## config.mk

```make
export PLATFORM = sky130hd
export DESIGN_NAME = privreg_access_check
export DESIGN_NICKNAME = d
export VERILOG_FILES = /design/src/rtl/pcg_pkg.sv /design/src/rtl/pcg_secure_gate.sv /design/src/rtl/pcg_hyp_gate.sv /design/src/rtl/pcg_resolver.sv /design/src/rtl/privreg_access_check.sv
export SDC_FILE = /design/constraint.sdc
export NUM_CORES = 1
export LEC_CHECK = 0
export ABC_AREA = 1
export BUFFER_PORTS_ARGS = -buffer_cell sky130_fd_sc_hd__buf_2
export CAP_MARGIN = 20
export CORE_MARGIN = 10
export CORE_UTILIZATION = 35
export CTS_CLUSTER_DIAMETER = 50
export CTS_CLUSTER_SIZE = 8
export DETAILED_ROUTE_END_ITERATION = 7
export PLACE_DENSITY = 0.88
export SKIP_LAST_GASP = 1
export SLEW_MARGIN = 20
export SYNTH_ARGS = -nofsm -noshare
export SYNTH_HDL_FRONTEND = slang
export SYNTH_SLANG_ARGS = --single-unit
```

## constraint.sdc

```tcl
create_clock -name clk -period 0.8 [get_ports clk]
set_input_delay 0.04 -clock clk [delete_from_list [all_inputs] [get_ports clk]]
set_output_delay 0.04 -clock clk [all_outputs]
set_load 0.01 [all_outputs]
```

## src/rtl/pcg_pkg.sv

```systemverilog
package pcg_pkg;
   typedef enum logic [2:0] {
      V_ACCESS = 3'd0,
      V_UNDEF  = 3'd1,
      V_TRAP2  = 3'd2,
      V_TRAP3  = 3'd3,
      V_REDIR  = 3'd4
   } verdict_e;

   typedef struct packed {
      logic halt_undef;
      logic hyp_trap;
      logic top_trap;
      logic top_undef;
      logic redirect;
   } cond_t;
endpackage

```

## src/rtl/pcg_secure_gate.sv

```systemverilog
module pcg_secure_gate #(
   parameter int          OWN_W     = 2,
   parameter logic [1:0]  SEC_OWN   = 2'b01,
   parameter logic [1:0]  NS_OWN    = 2'b11,
   parameter bit          HALT_PRIO = 1'b1
) (
   input  logic             top_present,
   input  logic             ns,
   input  logic [OWN_W-1:0] buf_owner,
   input  logic             prof_en,
   input  logic             halted,
   input  logic             sec_dbg_off,
   output logic             blocked,
   output logic             halt_undef,
   output logic             top_trap,
   output logic             top_undef
);
   logic own_bad;
   logic dbg_lock;

   initial begin
      assert (OWN_W == 2) else $error("OWN_W must be 2");
   end

   always_comb begin
      own_bad  = ns ? (buf_owner != NS_OWN) : (buf_owner != SEC_OWN);
      blocked  = own_bad || !prof_en;
      dbg_lock = halted && sec_dbg_off;
   end

   generate
      if (HALT_PRIO) begin : g_early
         assign halt_undef = dbg_lock && top_present && blocked;
      end else begin : g_late
         assign halt_undef = 1'b0;
      end
   endgenerate

   assign top_trap  = top_present && blocked && !dbg_lock;
   assign top_undef = top_present && blocked && dbg_lock;
endmodule

```

## src/rtl/pcg_hyp_gate.sv

```systemverilog
module pcg_hyp_gate #(
   parameter int NV_W = 3
) (
   input  logic            at_l1,
   input  logic            l2_en,
   input  logic            top_present,
   input  logic            fgt_en,
   input  logic            is_write,
   input  logic            fg_rd_ok,
   input  logic            fg_wr_ok,
   input  logic            l2_prof_trap,
   input  logic [NV_W-1:0] nv,
   output logic            hyp_trap,
   output logic            redirect
);
   localparam int NV_HI = NV_W - 1;

   logic active;
   logic fg_block;
   logic dir_ok;

   initial begin
      assert (NV_W == 3) else $error("NV_W must be 3");
   end

   always_comb begin
      active   = at_l1 && l2_en;
      dir_ok   = is_write ? fg_wr_ok : fg_rd_ok;
      fg_block = (top_present && !fgt_en) || !dir_ok;
      hyp_trap = active && (fg_block || l2_prof_trap);
      redirect = active && nv[NV_HI] && nv[0];
   end
endmodule

```

## src/rtl/pcg_resolver.sv

```systemverilog
module pcg_resolver
   import pcg_pkg::*;
#(
   parameter int LVL_W = 2
) (
   input  logic [LVL_W-1:0] lvl,
   input  cond_t            c,
   output verdict_e         v
);
   localparam logic [LVL_W-1:0] LVL_USER = '0;
   localparam logic [LVL_W-1:0] LVL_TOP  = {LVL_W{1'b1}};

   always_comb begin
      if (lvl == LVL_USER)      v = V_UNDEF;
      else if (lvl == LVL_TOP)  v = V_ACCESS;
      else if (c.halt_undef)    v = V_UNDEF;
      else if (c.hyp_trap)      v = V_TRAP2;
      else if (c.top_undef)     v = V_UNDEF;
      else if (c.top_trap)      v = V_TRAP3;
      else if (c.redirect)      v = V_REDIR;
      else                      v = V_ACCESS;
   end
endmodule

```

## src/rtl/privreg_access_check.sv

```systemverilog
module privreg_access_check
   import pcg_pkg::*;
#(
   parameter int           LVL_W          = 2,
   parameter int           CLASS_W        = 6,
   parameter int           OFS_W          = 12,
   parameter int           NV_W           = 3,
   parameter int           OWN_W          = 2,
   parameter logic [5:0]   TRAP_CLASS     = 6'h18,
   parameter logic [11:0]  REDIR_OFS      = 12'h850,
   parameter bit           HALT_TRAP_PRIO = 1'b1
) (
   input  logic               clk,
   input  logic               rst_n,
   input  logic               req,
   input  logic [LVL_W-1:0]   lvl,
   input  logic               is_write,
   input  logic               halted,
   input  logic               sec_dbg_off,
   input  logic               top_present,
   input  logic               ns,
   input  logic [OWN_W-1:0]   buf_owner,
   input  logic               prof_en,
   input  logic               l2_en,
   input  logic               fgt_en,
   input  logic               fg_rd_ok,
   input  logic               fg_wr_ok,
   input  logic               l2_prof_trap,
   input  logic [NV_W-1:0]    nv,
   output logic               vld,
   output logic [2:0]         verdict,
   output logic [CLASS_W-1:0] exc_class,
   output logic [OFS_W-1:0]   mem_ofs
);
   localparam logic [LVL_W-1:0] LVL_ONE = LVL_W'(1);

   initial begin
      assert (LVL_W == 2)     else $error("LVL_W must be 2");
      assert (CLASS_W >= 6)   else $error("CLASS_W too narrow");
      assert (OFS_W >= 12)    else $error("OFS_W too narrow");
   end

   cond_t    cnd;
   verdict_e v_nxt;
   logic     blocked;

   pcg_secure_gate #(
      .OWN_W(OWN_W), .HALT_PRIO(HALT_TRAP_PRIO)
   ) u_sec (
      .top_present(top_present), .ns(ns), .buf_owner(buf_owner),
      .prof_en(prof_en), .halted(halted), .sec_dbg_off(sec_dbg_off),
      .blocked(blocked), .halt_undef(cnd.halt_undef),
      .top_trap(cnd.top_trap), .top_undef(cnd.top_undef)
   );

   pcg_hyp_gate #(.NV_W(NV_W)) u_hyp (
      .at_l1(lvl == LVL_ONE), .l2_en(l2_en), .top_present(top_present),
      .fgt_en(fgt_en), .is_write(is_write), .fg_rd_ok(fg_rd_ok),
      .fg_wr_ok(fg_wr_ok), .l2_prof_trap(l2_prof_trap), .nv(nv),
      .hyp_trap(cnd.hyp_trap), .redirect(cnd.redirect)
   );

   pcg_resolver #(.LVL_W(LVL_W)) u_res (
      .lvl(lvl), .c(cnd), .v(v_nxt)
   );

   always_ff @(posedge clk or negedge rst_n) begin
      if (!rst_n) begin
         vld       <= 1'b0;
         verdict   <= 3'd0;
         exc_class <= '0;
         mem_ofs   <= '0;
      end else begin
         vld <= req;
         if (req) begin
            verdict   <= v_nxt;
            exc_class <= (v_nxt == V_TRAP2 || v_nxt == V_TRAP3)
                         ? CLASS_W'(TRAP_CLASS) : '0;
            mem_ofs   <= (v_nxt == V_REDIR) ? OFS_W'(REDIR_OFS) : '0;
         end
      end
   end
endmodule

```

==> impl_metrics.env <==
export IMPL_r2r_cells=3
export IMPL_violations="negative setup slack"
export IMPL_path_buf_inv=1
export IMPL_grt_antenna_before_repair=0
export IMPL_cp_arrival_ps=810
export IMPL_skew_ps=0
export IMPL_seqPwrFrac=0.393
export IMPL_vdd_ir_drop_worst_mv=0.4425
export IMPL_criticalPathCategory="reg -> out"
export IMPL_busiest_layer="met2"
export IMPL_crit_chain="buf_6"
export IMPL_critPathLaunchType="register"
export IMPL_crit_cells=1
export IMPL_p_leak_nw=0.4348
export IMPL_use_met3=0.04100
export IMPL_p_total_uw=858.8
export IMPL_startpoint="mem_ofs[6]"
export IMPL_ys_ff_latch=6
export IMPL_grt_max_degree=7
export IMPL_crit_path_max_fanout=4
export IMPL_place_ws_ps=-35.81
export IMPL_end_kind="output pin"
export IMPL_min_period_ps=847.0
export IMPL_drtIter0Drc=3
export IMPL_use_met2=0.1480
export IMPL_path_clk_slew_ps=40
export IMPL_hpwl_mm=1.140
export IMPL_slew_violations=0
export IMPL_synth_area_um2=457.9
export IMPL_synth_cell_types=14
export IMPL_finalWorstSetupSlack_ps=-47.01
export IMPL_drtAntennaViolNets=0
export IMPL_cp_slowest_cell="dfrtp_2"
export IMPL_n_antenna_cell=0
export IMPL_die_w_um=56.17
export IMPL_p_clk_frac=0.320
export IMPL_clock_path_buffers=2
export IMPL_die_h_um=56.17
export IMPL_finalHoldViolations=0
export IMPL_wl_per_cell_um=11.32
export IMPL_min_from="req"
export IMPL_yosysSeqAreaShare=0.3279
export IMPL_vias_per_cell=4.034
export IMPL_min_path_type="in -> reg"
export IMPL_crit_path_max_incr_delay_ps=430
export IMPL_drive_gt1_frac=0.3981
export IMPL_utilization=0.5652
export IMPL_cts_buffers_inserted=3
export IMPL_hold_ws_ps=51.09
export IMPL_syn_avg_cell_area_um2=6.835
export IMPL_syn2layout_area_growth_pct=44.54
export IMPL_dieArea_um2=3155
export IMPL_rsz0062_at_grt="true"
export IMPL_grt_pass1_vias=520
export IMPL_cts_max_level=1
export IMPL_grt_pass1_wl_mm=2.263
export IMPL_fmaxAchievable_ghz=1.181
export IMPL_comb_power_share=0.287
export IMPL_drv_cap=0
export IMPL_grtUsageMet1=0.08365
export IMPL_power_switching_uw=245.5
export IMPL_postRouteWirelength_mm=1.325
export IMPL_rows=12
export IMPL_p_per_area_nw_per_um2=1298
export IMPL_post_route_drc_count=0
export IMPL_syn_inst=67
export IMPL_cp_top_family="flip-flops"
export IMPL_drt_pass1_iter_count=2
export IMPL_fin_crit_sh=1.059
export IMPL_required_ps=760
export IMPL_fin_nets=126
export IMPL_clock_latency_ps=240
export IMPL_cts_tree="yes"
export IMPL_status="finished, violations left"
export IMPL_yosysWarnings=0
export IMPL_whs_path_depth=3
export IMPL_numPortBuffers=28
export IMPL_setup_viol=5
export IMPL_rrSetupSlack_ps=10
export IMPL_io_pins=43
export IMPL_swShare=0.2859
export IMPL_regToRegStartpoint="mem_ofs[6]"
export IMPL_cts_sinks=6
export IMPL_grt_ovfl_total=0
export IMPL_start_util=0.3910
export IMPL_place_congestion=0.7337
export IMPL_grt_total_usage=0.08861
export IMPL_tns_ps=-177.2
export IMPL_internal_power_uw=613.3
export IMPL_coreArea_um2=1171
export IMPL_root_buffer="clkbuf_4"
export IMPL_vias=472
-- tightest hold or removal path, stage by stage --
cell and delay (ps):
buf_2 120, nand2_1 60, nand2_1 50
-- flip-flops by register name, indices dropped and copies added (netlist names) --
name and flops:
verdict 3, vld 1, mem_ofs 1, exc_class 1
-- cell type report --
| type | count | area (um2) |
|---|---|---|
| Sequential cell | 6 | 151.4 |
| Clock buffer | 3 | 22.52 |
| Timing Repair Buffer | 37 | 237.7 |
| Multi-Input combinational cell | 49 | 202.7 |
| Tap cell | 14 | 17.52 |
| Fill cell | 128 | 509.2 |
| Inverter | 8 | 30.03 |
-- power groups by stage --
stage | clock network [mW] | registers (mW) | logic, mW
2_1_floorplan | 0 | 0.351 | 0.145
3_3_place_gp | 0 | 0.340 | 0.196
3_5_place_dp | 0 | 0.342 | 0.202
4_1_cts | 0.281 | 0.335 | 0.237
5_1_grt | 0.306 | 0.340 | 0.282
6_report | 0.274 | 0.338 | 0.247
-- cell families after synthesis --
family | after synthesis | share of synthesized area
compound gates | 2 | 0.02732
buf+inv | 24 | 0.3279
flops | 6 | 0.3279
other cells | 1 | 0.008189
simple gates | 34 | 0.3088
-- synth_stat cells --
master | count | area [um2]
nor2_2 | 1 | 6.260
inv_1 | 8 | 30.03
o211ai_1 | 1 | 7.510
a21oi_1 | 1 | 5.000
or2_1 | 1 | 6.260
buf_4 | 16 | 120.1
nand4_1 | 1 | 6.260
dfrtp_1 | 6 | 150.1
conb_1 | 1 | 3.750
nor3_1 | 1 | 5.000
nand2_1 | 25 | 93.84
nand3_1 | 2 | 10.01
nand2_2 | 1 | 6.260
nor2_1 | 2 | 7.510
-- final timing paths --
| check | endpoint |
|---|---|
| setup / recovery | mem_ofs[4] |
| hold / removal | verdict[0] |
| setup reg to reg | mem_ofs[6] |
| hold reg to reg | verdict[1] |
| max in group asynchronous | mem_ofs[6] |
| min in group asynchronous | verdict[1] |
-- through the flow --
step	cells	area, um2
detailed placement	107	555.5
global route	117	661.9
CTS	117	635.6
floorplan	79	503.0
finish	117	661.9
global placement	107	555.5
-- what timing repair did --
| item | 4_1_cts | 5_1_grt |
|---|---|---|
| setup endpoints to repair | 8 | 9 |
| hold buffers | 2 | 0 |
| endpoints found under the hold margin | 7 | 0 |
| buffers inserted | 5 | 0 |
| resized for setup | 0 | 5 |
| gates cloned | 0 | 0 |
-- cell usage in the layout, fill, tap and decap left out, drive strengths merged --
| cell | instances |
|---|---|
| o211ai | 1 |
| nand4 | 1 |
| clkbuf | 3 |
| nand2 | 26 |
| conb | 13 |
| nor2 | 3 |
| inv | 8 |
| dfrtp | 6 |
| or2 | 1 |
| nor3 | 1 |
| buf | 35 |
| nand3 | 2 |
| dlygate4sd3 | 2 |
| a21oi | 1 |
-- routing by layer --
metal / share of wire / routed length (um)
met5: 0 / 0
met4: 0.023 / 30
met3: 0.10 / 135
met2: 0.49 / 647
met1: 0.39 / 511
Note: power is estimated with default switching activity, not from simulation.
